**config.mk**
```make
export PLATFORM = sky130hd
export DESIGN_NAME = nine_bit_uart
export DESIGN_NICKNAME = d
export VERILOG_FILES = /design/src/rtl/nine_bit_uart_pkg.sv /design/src/rtl/nine_bit_uart_tx.sv /design/src/rtl/nine_bit_uart_rx.sv /design/src/rtl/nine_bit_uart.sv
export SDC_FILE = /design/constraint.sdc
export NUM_CORES = 1
export LEC_CHECK = 0
export BUFFER_PORTS_ARGS = -buffer_cell sky130_fd_sc_hd__buf_4
export CORE_ASPECT_RATIO = 1.25
export CORE_UTILIZATION = 35
export CTS_BUF_LIST = sky130_fd_sc_hd__clkbuf_16
export CTS_CLUSTER_DIAMETER = 100
export CTS_CLUSTER_SIZE = 14
export DETAILED_ROUTE_END_ITERATION = 8
export PLACE_DENSITY_LB_ADDON = 0.15
export SLEW_MARGIN = 15
export SYNTH_ARGS = -nofsm -noshare
export SYNTH_HDL_FRONTEND = slang
export SYNTH_SLANG_ARGS = --single-unit
export TNS_END_PERCENT = 1
```
**constraint.sdc**
```tcl
create_clock -name clk -period 3.15 [get_ports clk]
set_input_delay 0.4725 -clock clk [delete_from_list [all_inputs] [get_ports clk]]
set_output_delay 0.4725 -clock clk [all_outputs]
set_load 0.005 [all_outputs]
```
**src/rtl/nine_bit_uart_pkg.sv**
```systemverilog
package nine_bit_uart_pkg;
    localparam int MAXB = 9;
    localparam int FW   = MAXB + 2;

    typedef enum logic [1:0] {
        RX_IDLE  = 2'd0,
        RX_START = 2'd1,
        RX_DATA  = 2'd2,
        RX_STOP  = 2'd3
    } rx_st_t;

    typedef enum logic [1:0] {
        LEN_8    = 2'd0,
        LEN_7    = 2'd1,
        LEN_9    = 2'd2,
        LEN_LOOP = 2'd3
    } len_t;

    function automatic logic [3:0] len_bits(input logic [1:0] code);
        case (code)
            LEN_8:   len_bits = 4'd8;
            LEN_7:   len_bits = 4'd7;
            default: len_bits = 4'd9;
        endcase
    endfunction
endpackage

```
**src/rtl/nine_bit_uart_tx.sv**
```systemverilog
module nine_bit_uart_tx
    import nine_bit_uart_pkg::*;
#(
    parameter int OSR = 16
) (
    input  logic            clk,
    input  logic            rst_n,
    input  logic            tick,
    input  logic            reinit,
    input  logic            load,
    input  logic [MAXB-1:0] data,
    input  logic [3:0]      nbits,
    output logic            txd,
    output logic            busy
);
    localparam int CW = $clog2(OSR);
    localparam logic [CW-1:0] LAST = CW'(OSR - 1);

    typedef struct packed {
        logic [FW-1:0] sh;
        logic [CW-1:0] sub;
        logic [3:0]    bitn;
        logic          busy;
    } tx_s_t;

    tx_s_t q, d;

    always_comb begin
        d = q;
        if (!q.busy && load) begin
            d.sh = '1;
            d.sh[0] = 1'b0;
            for (int i = 0; i < MAXB; i++) begin
                if (4'(i) < nbits) d.sh[i+1] = data[i];
            end
            d.sub  = '0;
            d.bitn = '0;
            d.busy = 1'b1;
        end else if (q.busy && tick) begin
            if (q.sub == LAST) begin
                d.sub = '0;
                d.sh  = {1'b1, q.sh[FW-1:1]};
                if (q.bitn == nbits + 4'd1) d.busy = 1'b0;
                else                        d.bitn = q.bitn + 4'd1;
            end else begin
                d.sub = q.sub + 1'b1;
            end
        end
        if (reinit) begin
            d.sh   = '1;
            d.sub  = '0;
            d.bitn = '0;
            d.busy = 1'b0;
        end
    end

    always_ff @(posedge clk or negedge rst_n) begin
        if (!rst_n) q <= '{sh: '1, sub: '0, bitn: '0, busy: 1'b0};
        else        q <= d;
    end

    assign txd  = q.sh[0];
    assign busy = q.busy;

    a_r2_idle_high: assert property (@(posedge clk) disable iff (!rst_n)
        !busy |-> txd);
    a_r2_start_low: assert property (@(posedge clk) disable iff (!rst_n)
        $rose(busy) |-> !txd);
    a_r13_reinit_idle: assert property (@(posedge clk) disable iff (!rst_n)
        reinit |=> (txd && !busy));
endmodule

```
**src/rtl/nine_bit_uart_rx.sv**
```systemverilog
module nine_bit_uart_rx
    import nine_bit_uart_pkg::*;
#(
    parameter int OSR = 16
) (
    input  logic            clk,
    input  logic            rst_n,
    input  logic            tick,
    input  logic            rxd,
    input  logic [3:0]      nbits,
    output logic            done,
    output logic [MAXB-1:0] data,
    output logic            stop_ok
);
    localparam int CW = $clog2(OSR);
    localparam logic [CW-1:0] MID  = CW'(OSR / 2 - 1);
    localparam logic [CW-1:0] LAST = CW'(OSR - 1);

    typedef struct packed {
        rx_st_t          st;
        logic [CW-1:0]   sub;
        logic [3:0]      bitn;
        logic [MAXB-1:0] sh;
        logic            done;
        logic [MAXB-1:0] data;
        logic            stop_ok;
    } rx_s_t;

    rx_s_t q, d;
    logic [3:0] shamt;

    assign shamt = 4'(MAXB) - nbits;

    always_comb begin
        d = q;
        d.done = 1'b0;
        if (tick) begin
            case (q.st)
                RX_IDLE: begin
                    if (!rxd) begin
                        d.st  = RX_START;
                        d.sub = '0;
                    end
                end
                RX_START: begin
                    if (q.sub == MID) begin
                        d.sub  = '0;
                        d.bitn = '0;
                        d.st   = rxd ? RX_IDLE : RX_DATA;
                    end else begin
                        d.sub = q.sub + 1'b1;
                    end
                end
                RX_DATA: begin
                    if (q.sub == LAST) begin
                        d.sub = '0;
                        d.sh  = {rxd, q.sh[MAXB-1:1]};
                        if (q.bitn == nbits - 4'd1) d.st = RX_STOP;
                        else                        d.bitn = q.bitn + 4'd1;
                    end else begin
                        d.sub = q.sub + 1'b1;
                    end
                end
                default: begin
                    if (q.sub == LAST) begin
                        d.done    = 1'b1;
                        d.stop_ok = rxd;
                        d.data    = q.sh >> shamt;
                        d.st      = RX_IDLE;
                        d.sub     = '0;
                    end else begin
                        d.sub = q.sub + 1'b1;
                    end
                end
            endcase
        end
    end

    always_ff @(posedge clk or negedge rst_n) begin
        if (!rst_n) q <= '{st: RX_IDLE, sub: '0, bitn: '0, sh: '0,
                           done: 1'b0, data: '0, stop_ok: 1'b1};
        else        q <= d;
    end

    assign done    = q.done;
    assign data    = q.data;
    assign stop_ok = q.stop_ok;

    a_r4_false_start: assert property (@(posedge clk) disable iff (!rst_n)
        (q.st == RX_START && tick && q.sub == MID && rxd) |=> q.st == RX_IDLE);
    a_r4_done_pulse: assert property (@(posedge clk) disable iff (!rst_n)
        done |=> !done);
endmodule

```
**src/rtl/nine_bit_uart.sv**
```systemverilog
module nine_bit_uart
    import nine_bit_uart_pkg::*;
#(
    parameter int OSR = 16
) (
    input  logic       clk,
    input  logic       rst_n,
    input  logic       tick16,
    input  logic       reinit,
    input  logic       rx_pin,
    output logic       tx_pin,
    input  logic       wr_en,
    input  logic       rd_en,
    input  logic [1:0] addr,
    input  logic [7:0] wdata,
    output logic [7:0] rdata,
    output logic       irq
);
    localparam logic [1:0] A_DATA = 2'd0;
    localparam logic [1:0] A_CTRL = 2'd1;
    localparam logic [1:0] A_STAT = 2'd2;
    localparam logic [1:0] A_TBUF = 2'd3;

    typedef struct packed {
        logic [7:0] tbuf;
        logic       tbmt;
        logic       tx9;
        logic       attn;
        logic       irq_en;
        logic [1:0] len;
        logic [7:0] rbuf;
        logic       rx9;
        logic       rx_full;
        logic       fe;
        logic       oe;
        logic [1:0] sync;
    } top_s_t;

    top_s_t q, d;

    logic            tx_line, tx_busy, tx_load;
    logic            rx_done, rx_stop_ok, rx_in, rx_bit9, rx_keep;
    logic [MAXB-1:0] rx_data;
    logic [3:0]      nbits;
    logic            loop_mode, wr_ctrl;

    assign nbits     = len_bits(q.len);
    assign loop_mode = (q.len == LEN_LOOP);
    assign tx_load   = !tx_busy && !q.tbmt;
    assign rx_in     = loop_mode ? tx_line : q.sync[1];
    assign rx_bit9   = q.len[1] & rx_data[MAXB-1];
    assign rx_keep   = !(q.attn && !rx_bit9);
    assign wr_ctrl   = wr_en && addr == A_CTRL;

    nine_bit_uart_tx #(.OSR(OSR)) u_tx (
        .clk(clk), .rst_n(rst_n), .tick(tick16), .reinit(reinit),
        .load(tx_load), .data({q.tx9, q.tbuf}), .nbits(nbits),
        .txd(tx_line), .busy(tx_busy)
    );

    nine_bit_uart_rx #(.OSR(OSR)) u_rx (
        .clk(clk), .rst_n(rst_n), .tick(tick16), .rxd(rx_in), .nbits(nbits),
        .done(rx_done), .data(rx_data), .stop_ok(rx_stop_ok)
    );

    always_comb begin
        d = q;
        d.sync = {q.sync[0], rx_pin};
        if (tx_load) d.tbmt = 1'b1;
        if (wr_en && addr == A_DATA) begin
            d.tbuf = wdata;
            d.tbmt = 1'b0;
        end
        if (rd_en && addr == A_DATA) d.rx_full = 1'b0;
        if (rd_en && addr == A_STAT) begin
            d.fe = 1'b0;
            d.oe = 1'b0;
        end
        if (rx_done && rx_keep) begin
            if (q.rx_full) begin
                d.oe = 1'b1;
            end else begin
                d.rbuf    = rx_data[7:0];
                d.rx9     = rx_bit9;
                d.rx_full = 1'b1;
                d.fe      = !rx_stop_ok;
            end
            if (q.attn) d.attn = 1'b0;
        end
        if (wr_ctrl) begin
            d.tx9    = wdata[0];
            d.attn   = wdata[1];
            d.irq_en = wdata[2];
            d.len    = wdata[4:3];
        end
        if (reinit) begin
            d.tbmt    = 1'b1;
            d.rx9     = 1'b0;
            d.rx_full = 1'b0;
            d.fe      = 1'b0;
            d.oe      = 1'b0;
        end
    end

    always_ff @(posedge clk or negedge rst_n) begin
        if (!rst_n) q <= '{tbuf: '0, tbmt: 1'b1, tx9: 1'b0, attn: 1'b0,
                           irq_en: 1'b0, len: 2'd0, rbuf: '0, rx9: 1'b0,
                           rx_full: 1'b0, fe: 1'b0, oe: 1'b0, sync: 2'b11};
        else        q <= d;
    end

    always_comb begin
        case (addr)
            A_DATA:  rdata = q.rbuf;
            A_CTRL:  rdata = {3'b000, q.len, q.irq_en, q.attn, q.tx9};
            A_STAT:  rdata = {3'b000, q.tbmt, q.rx_full, q.oe, q.fe, q.rx9};
            default: rdata = q.tbuf;
        endcase
    end

    assign tx_pin = loop_mode ? 1'b1 : tx_line;
    assign irq    = q.irq_en & q.rx_full;

    a_r9_attn_drop: assert property (@(posedge clk) disable iff (!rst_n)
        (rx_done && q.attn && !rx_bit9 && !rd_en && !reinit)
            |=> ($stable(q.rx_full) && $stable(q.rbuf)));
    a_r10_attn_clear: assert property (@(posedge clk) disable iff (!rst_n)
        (rx_done && q.attn && rx_bit9 && !wr_ctrl) |=> !q.attn);
    a_r8_overrun: assert property (@(posedge clk) disable iff (!rst_n)
        (rx_done && !q.attn && q.rx_full && !rd_en && !reinit)
            |=> (q.oe && $stable(q.rbuf)));
    a_r13_flags: assert property (@(posedge clk) disable iff (!rst_n)
        reinit |=> (q.tbmt && !q.rx_full && !q.fe && !q.oe && !q.rx9));
    a_r12_loop_pin: assert property (@(posedge clk) disable iff (!rst_n)
        loop_mode |-> tx_pin);
endmodule

```
# Yosys cells after proc, flatten, opt, wreduce, memory -nomap -nowiden
# Index checks and enable logic that the tools add are counted.
[word_totals]
ff_bits = 78
latch_bits = 0
mem_bits_rw = 0
mem_bits_ro = 0
out_inout_bits = 10
wordCells = 146
n_memories = 0
[classes]
n_addsub = 7
multipliers = 0
div = 0
n_lt_le_gt_ge = 9
n_eq_ne = 18
shift = 1
muxes = 48
bitwise_logic = 4
n_reduce_logical = 36
[ops]
columns = ["op", "count"]
rows = [
  ["$mux 20", 3],
  ["$mux 11", 4],
  ["$mux 4", 9],
  ["$pmux 8 s3", 1],
  ["$add 4x1->4 const B", 5],
  ["$mux 1", 18],
  ["$pmux 6 s3", 1],
  ["$lt 3x4->1 const A", 4],
  ["$pmux 4 s2", 2],
  ["$reduce_bool 3->1", 5],
  ["$mux 13", 1],
  ["$mux 2", 6],
  ["$reduce_and 3->1", 4],
  ["$logic_and 1x1->1", 9],
  ["$shr 9x4->9", 1],
  ["$eq 4x4->1", 2],
  ["$eq 4x4->1 const B", 2],
  ["$lt 1x4->1 const A", 2],
  ["$lt 2x4->1 const A", 2],
  ["$reduce_and 2->1", 4],
  ["$eq 2x1->1 const B", 3],
  ["$eq 2x2->1 const B", 3],
  ["$logic_not 2->1", 3],
  ["$mux 6", 1],
  ["16 further kinds", 28],
]

# Depth between registers and ports, before layout
[logic_depth]
depth_word = 9
mapped_depth = 8
mapped_depth_nobuf = 7

# By module
# From an unflattened synthesis, not the netlist that was laid out.
[unflattened]
hier_cells = 396
hier_area_um2 = 4441.8
[modules_own_cells]
columns = ["mod", "n_inst", "cells_each", "area_per_inst_um2", "seq_area_each_um2"]
rows = [
  ["nine_bit_uart_rx", 1, 169, 1836.8, 752.0],
  ["nine_bit_uart", 1, 92, 1342.5, 704.4],
  ["nine_bit_uart_tx", 1, 135, 1262.5, 488.0],
]

# Worst setup path before layout
# OpenSTA, ideal clock, no wires.
[synth_timing]
path_type = "register -> register"
startpoint = "register q[14] (netlist bit)"
endpoint = "register u_rx.q[23] (netlist bit)"
setup_time_ns = 0.126
arrival_ns = 1.979
required_time_ns = 3.024
setup_slack_ns = 1.045
path_stages_with_launch = 9
synth_period_minus_slack_ns = 2.105
cell_sequence = "dfrtp_1 buf_2 nor2_1 inv_1 ha_1 xnor2_1 a31o_4 a21o_2 a221o_1"
[synth_between]
elab_chain_len = 6
word_cells_on_any_way = 7
[synth_rtl]
columns = ["item", "line_no", "text"]
rows = [
  ["start: declaration", "nine_bit_uart.sv:39", "top_s_t q, d;"],
  ["start signal: assignment", "nine_bit_uart.sv:106", "if (!rst_n) q <= '{tbuf: '0, tbmt: 1'b1, tx9: 1'b0, attn: 1'b0,"],
  ["$eq 2x1->1 / $logic_not 2->1 (equally long branches)", "nine_bit_uart_pkg.sv:20", "case (code)"],
  ["$pmux 4 s2 *", "nine_bit_uart_pkg.sv:20", ""],
  ["$sub 4x1->4 *", "nine_bit_uart_rx.sv:58", "if (q.bitn == nbits - 4'd1) d.st = RX_STOP;"],
  ["$eq 4x4->1 *", "nine_bit_uart_rx.sv:58", ""],
  ["$ne 2x2->1 (no source line) *", "n/a", ""],
  ["$reduce_and 5->1 (no source line) *", "n/a", ""],
  ["end signal: assignment", "nine_bit_uart_rx.sv:80", "if (!rst_n) q <= '{st: RX_IDLE, sub: '0, bitn: '0, sh: '0,"],
  ["end: declaration", "nine_bit_uart_rx.sv:29", "rx_s_t q, d;"],
]
# Every way passes the cells marked *; elsewhere a longest branch is shown, timed or not.
# A chain may end at the register's enable or synchronous reset.

# Worst setup path in the final report
[layout_timing]
startpoint = "register q[15] (netlist bit)"
endpoint = "register u_rx.q[23] (netlist bit)"
# Same word-level chain as after synthesis.

==> flow_metrics.env <==
export IMPL_pwr_density_cell_nw_per_um2=642
export IMPL_ios=27
export IMPL_outcome="complete, no violations"
export IMPL_synth_compound_area_share_pct=12.7
export IMPL_cts_buffers=9
export IMPL_cts_tree="yes"
export IMPL_seqPwrFrac_pct=45.6
export IMPL_synthTopCellsByArea="dfrtp_1, dfstp_2, mux2_2"
export IMPL_tightestPinTransition_ns=0.992
export IMPL_port_buffer_count=26
export IMPL_grt_pass1_vias=2690
export IMPL_grt_overflow_total=0
export IMPL_place_area_um2=4100
export IMPL_gp_congestion=0.775
export IMPL_finalSetupViolCount=0
export IMPL_yosys_warnings=0
export IMPL_leakage_nw=1.94
export IMPL_fmax_ghz=0.423
export IMPL_core_area_um2=10600
export IMPL_finalInstanceArea_um2=4380
export IMPL_fin_crit_ns=2.36
export IMPL_syn_area_um2=3780
export IMPL_syn_inst=353
export IMPL_start_kind="flip-flop"
export IMPL_area_delta_synth_final_pct=15.8
export IMPL_ant_nets=0
export IMPL_final_layout_size_suffix_gt1_share_pct=25.0
export IMPL_grt_max_degree=78
export IMPL_start_util_pct=35.8
export IMPL_fin_nets=402
export IMPL_synthArstFlopShare_pct=100
export IMPL_rows=42
export IMPL_yosys_area_top_type="dfrtp_1"
export IMPL_synth_xor_area_share_pct=1.85
export IMPL_tns_ns=0
export IMPL_drt_wirelength_per_cell_um=16.2
export IMPL_die_w_um=95.0
export IMPL_synthMuxAreaShare_pct=14.9
export IMPL_clkPwrFrac_pct=33.9
export IMPL_skew_ns=0.00789
export IMPL_synthDistinctLibCells=48
export IMPL_maxSlewViolCount=0
export IMPL_rsz0062_at_grt="false"
export IMPL_drtPass1Iterations=4
export IMPL_period_share_pct=75.0
export IMPL_synthFlopType="dfrtp_1"
export IMPL_dieArea_um2=11200
export IMPL_drv_cap=0
export IMPL_yosysSeqAreaShare_pct=51.4
export IMPL_synth_top_family_by_area="multiplexers"
export IMPL_hpwl_um=5990
export IMPL_grt_usage_pct=16.9
export IMPL_clkTransAtPathRegs_ns=0.06
export IMPL_cp_end_kind="flip-flop"
export IMPL_synth_nets=376
export IMPL_criticalPathCategory="reg -> reg"
export IMPL_p_comb_share_pct=20.6
export IMPL_cts_sinks=77
export IMPL_synthAdderAreaFrac_pct=1.99
export IMPL_clk_path_buf_depth=2
export IMPL_final_hold_viol_count=0
export IMPL_cp_max_fo=25
export IMPL_drt_iter0_markers=113
export IMPL_synth_enable_flop_cells=0
export IMPL_synth_top_area_share_pct=41.7
export IMPL_die_h_um=118
export IMPL_grt_pass1_wl_um=14200
export IMPL_via_per_inst=5.27
export IMPL_irDropWorstVdd_mv=0.252
export IMPL_routed_wl_um=8380
export IMPL_required_ns=3.37
export IMPL_cts_resized=0
export IMPL_hold_buffers=0
export IMPL_yosys_register_bits=77
export IMPL_drc=0
export IMPL_slew_headroom_pct=33.9
export IMPL_clk_latency_ns=0.34
export IMPL_cts_htree_levels=3
export IMPL_netSwitchingPower_w=0.000867
export IMPL_cts_root_buffer="clkbuf_16"
export IMPL_sw_frac_of_total_pct=30.8
export IMPL_routed_via_count=2720
export IMPL_synth_avg_cell_area_um2=10.7
export IMPL_num_antenna_cells=0
export IMPL_antenna_found_initial=0
export IMPL_yosys_area_share_simple_pct=14.5
export IMPL_cts_setup_buffers=0
export IMPL_hold_class="in -> reg"
export IMPL_arrival_ns=2.59
export IMPL_internal_power_w=0.00194
-- layer usage --
metal  vias to the layer above  share of wire [%]  track usage [%]
met1                      1354                 46             22.6
met2                        41                 49             26.6
li1                       1314                  -                -
met5                         -                  0                0
met3                        11                2.9             3.41
met4                         0                1.6             6.91
-- path summary, 6_finish.rpt --
kind / from / depth (start not counted) / endpoint / slack [ns]
max: q[15]$_DFFE_PN0P_ / 8 / u_rx.q[23]$_DFFE_PN0P_ / 0.79
max reg2reg: q[15]$_DFFE_PN0P_ / 8 / u_rx.q[23]$_DFFE_PN0P_ / 0.79
min reg2reg: d[1]$_DFF_PN1_ / 0 / q[1]$_DFF_PN1_ / 0.38
max in group asynchronous: rst_n / 1 / q[15]$_DFFE_PN0P_ / 2.20
min in group asynchronous: rst_n / 1 / u_rx.q[16]$_DFFE_PN0P_ / 0.28
min: rx_pin / 1 / d[1]$_DFF_PN1_ / 0.24
-- power by group through the flow --
stage | Combinational [W] | Sequential [W] | Clock [W]
CTS | 0.000588 | 0.00128 | 0.000981
finish | 0.000579 | 0.00128 | 0.000952
global placement | 0.000576 | 0.00130 | 0
detailed placement | 0.000585 | 0.00130 | 0
global route | 0.000654 | 0.00131 | 0.00102
floorplan | 0.000441 | 0.00124 | 0
-- flip-flops by register name, indices dropped and copies added (netlist names) --
| name | count |
|---|---|
| u_rx.stop_ok | 1 |
| u_tx.txd | 1 |
| d | 1 |
| u_rx.q | 19 |
| u_tx.q | 17 |
| q | 27 |
| u_tx.busy | 1 |
| u_rx.done | 1 |
| u_rx.data | 9 |
-- critical path: stages, from the launching register on --
cell and delay [ns]:
dfrtp_1 0.43, buf_4 0.23, nor2b_1 0.22, inv_1 0.11, ha_1 0.32, xnor2_1 0.14
a31o_4 0.24, a21o_2 0.22, a221o_1 0.35
-- stage by stage --
stage / hold WS (ns) / setup slack [ns] / cells / utilization (%) / total power, W
finish: 0.238 / 0.787 / 516 / 41.4 / 0.00281
global route: 0.226 / 0.669 / 516 / 41.4 / 0.00298
CTS: 0.230 / 0.778 / 516 / 41.4 / 0.00285
detailed placement: 0.360 / 0.778 / 500 / 38.8 / 0.00189
global placement: 0.363 / 0.868 / 500 / 38.8 / 0.00188
floorplan: 0.177 / 1.05 / 353 / - / 0.00169
-- layout by cell type, fill, tap and decap left out, types with 2 or more instances in the layout --
master	synthesis	routed
o22ai_1	7	7
clkbuf_16	0	9
and2_1	3	3
buf_4	1	30
a22o_1	6	6
mux2_1	8	8
xnor2_1	3	3
nand2b_1	4	4
nor3_1	4	4
nand3b_1	3	3
nor2b_1	3	3
or2_2	2	2
a31oi_1	6	6
dfstp_2	14	14
inv_1	8	8
inv_6	0	2
o21ai_1	12	12
nor2_1	30	30
or4b_1	2	2
nand2_1	39	39
mux2i_1	10	10
mux2_2	23	23
ha_1	6	6
a22oi_1	3	3
or3_1	3	3
clkinvlp_4	0	2
dfrtp_1	63	63
nand3_1	13	13
and3_1	2	2
mux4_2	5	5
a21oi_1	20	20
xor2_1	5	5
a21o_1	2	2
o21ai_0	15	15
-- kinds of logic (layout without fill, tap and decap cells) --
group | after synthesis | after routing
AND/OR/NAND/NOR | 114 | 114
AO/OA/AOI/OAI | 78 | 78
flip-flops | 77 | 77
buffers and inverters | 24 | 55
multiplexers | 46 | 46
adder cells (fa/ha/maj) | 6 | 6
XOR/XNOR | 8 | 8
-- synthesized netlist by cell type, types with 8 or more instances --
cell type / number
o21ai_0: 15
nor2_1: 30
o21ai_1: 12
nand3_1: 13
mux2_2: 23
a21oi_1: 20
dfstp_2: 14
dfrtp_1: 63
mux2_1: 8
nand2_1: 39
inv_1: 8
mux2i_1: 10
-- cell type report --
type	count	area [um2]
Tap cell	132	165
Inverter	9	33.8
Fill cell	1021	6190
Timing Repair Buffer	30	225
Multi-Input combinational cell	252	1730
Clock inverter	7	50.0
Clock buffer	9	225
Sequential cell	77	1940
Power figures use the tool's default switching activity.
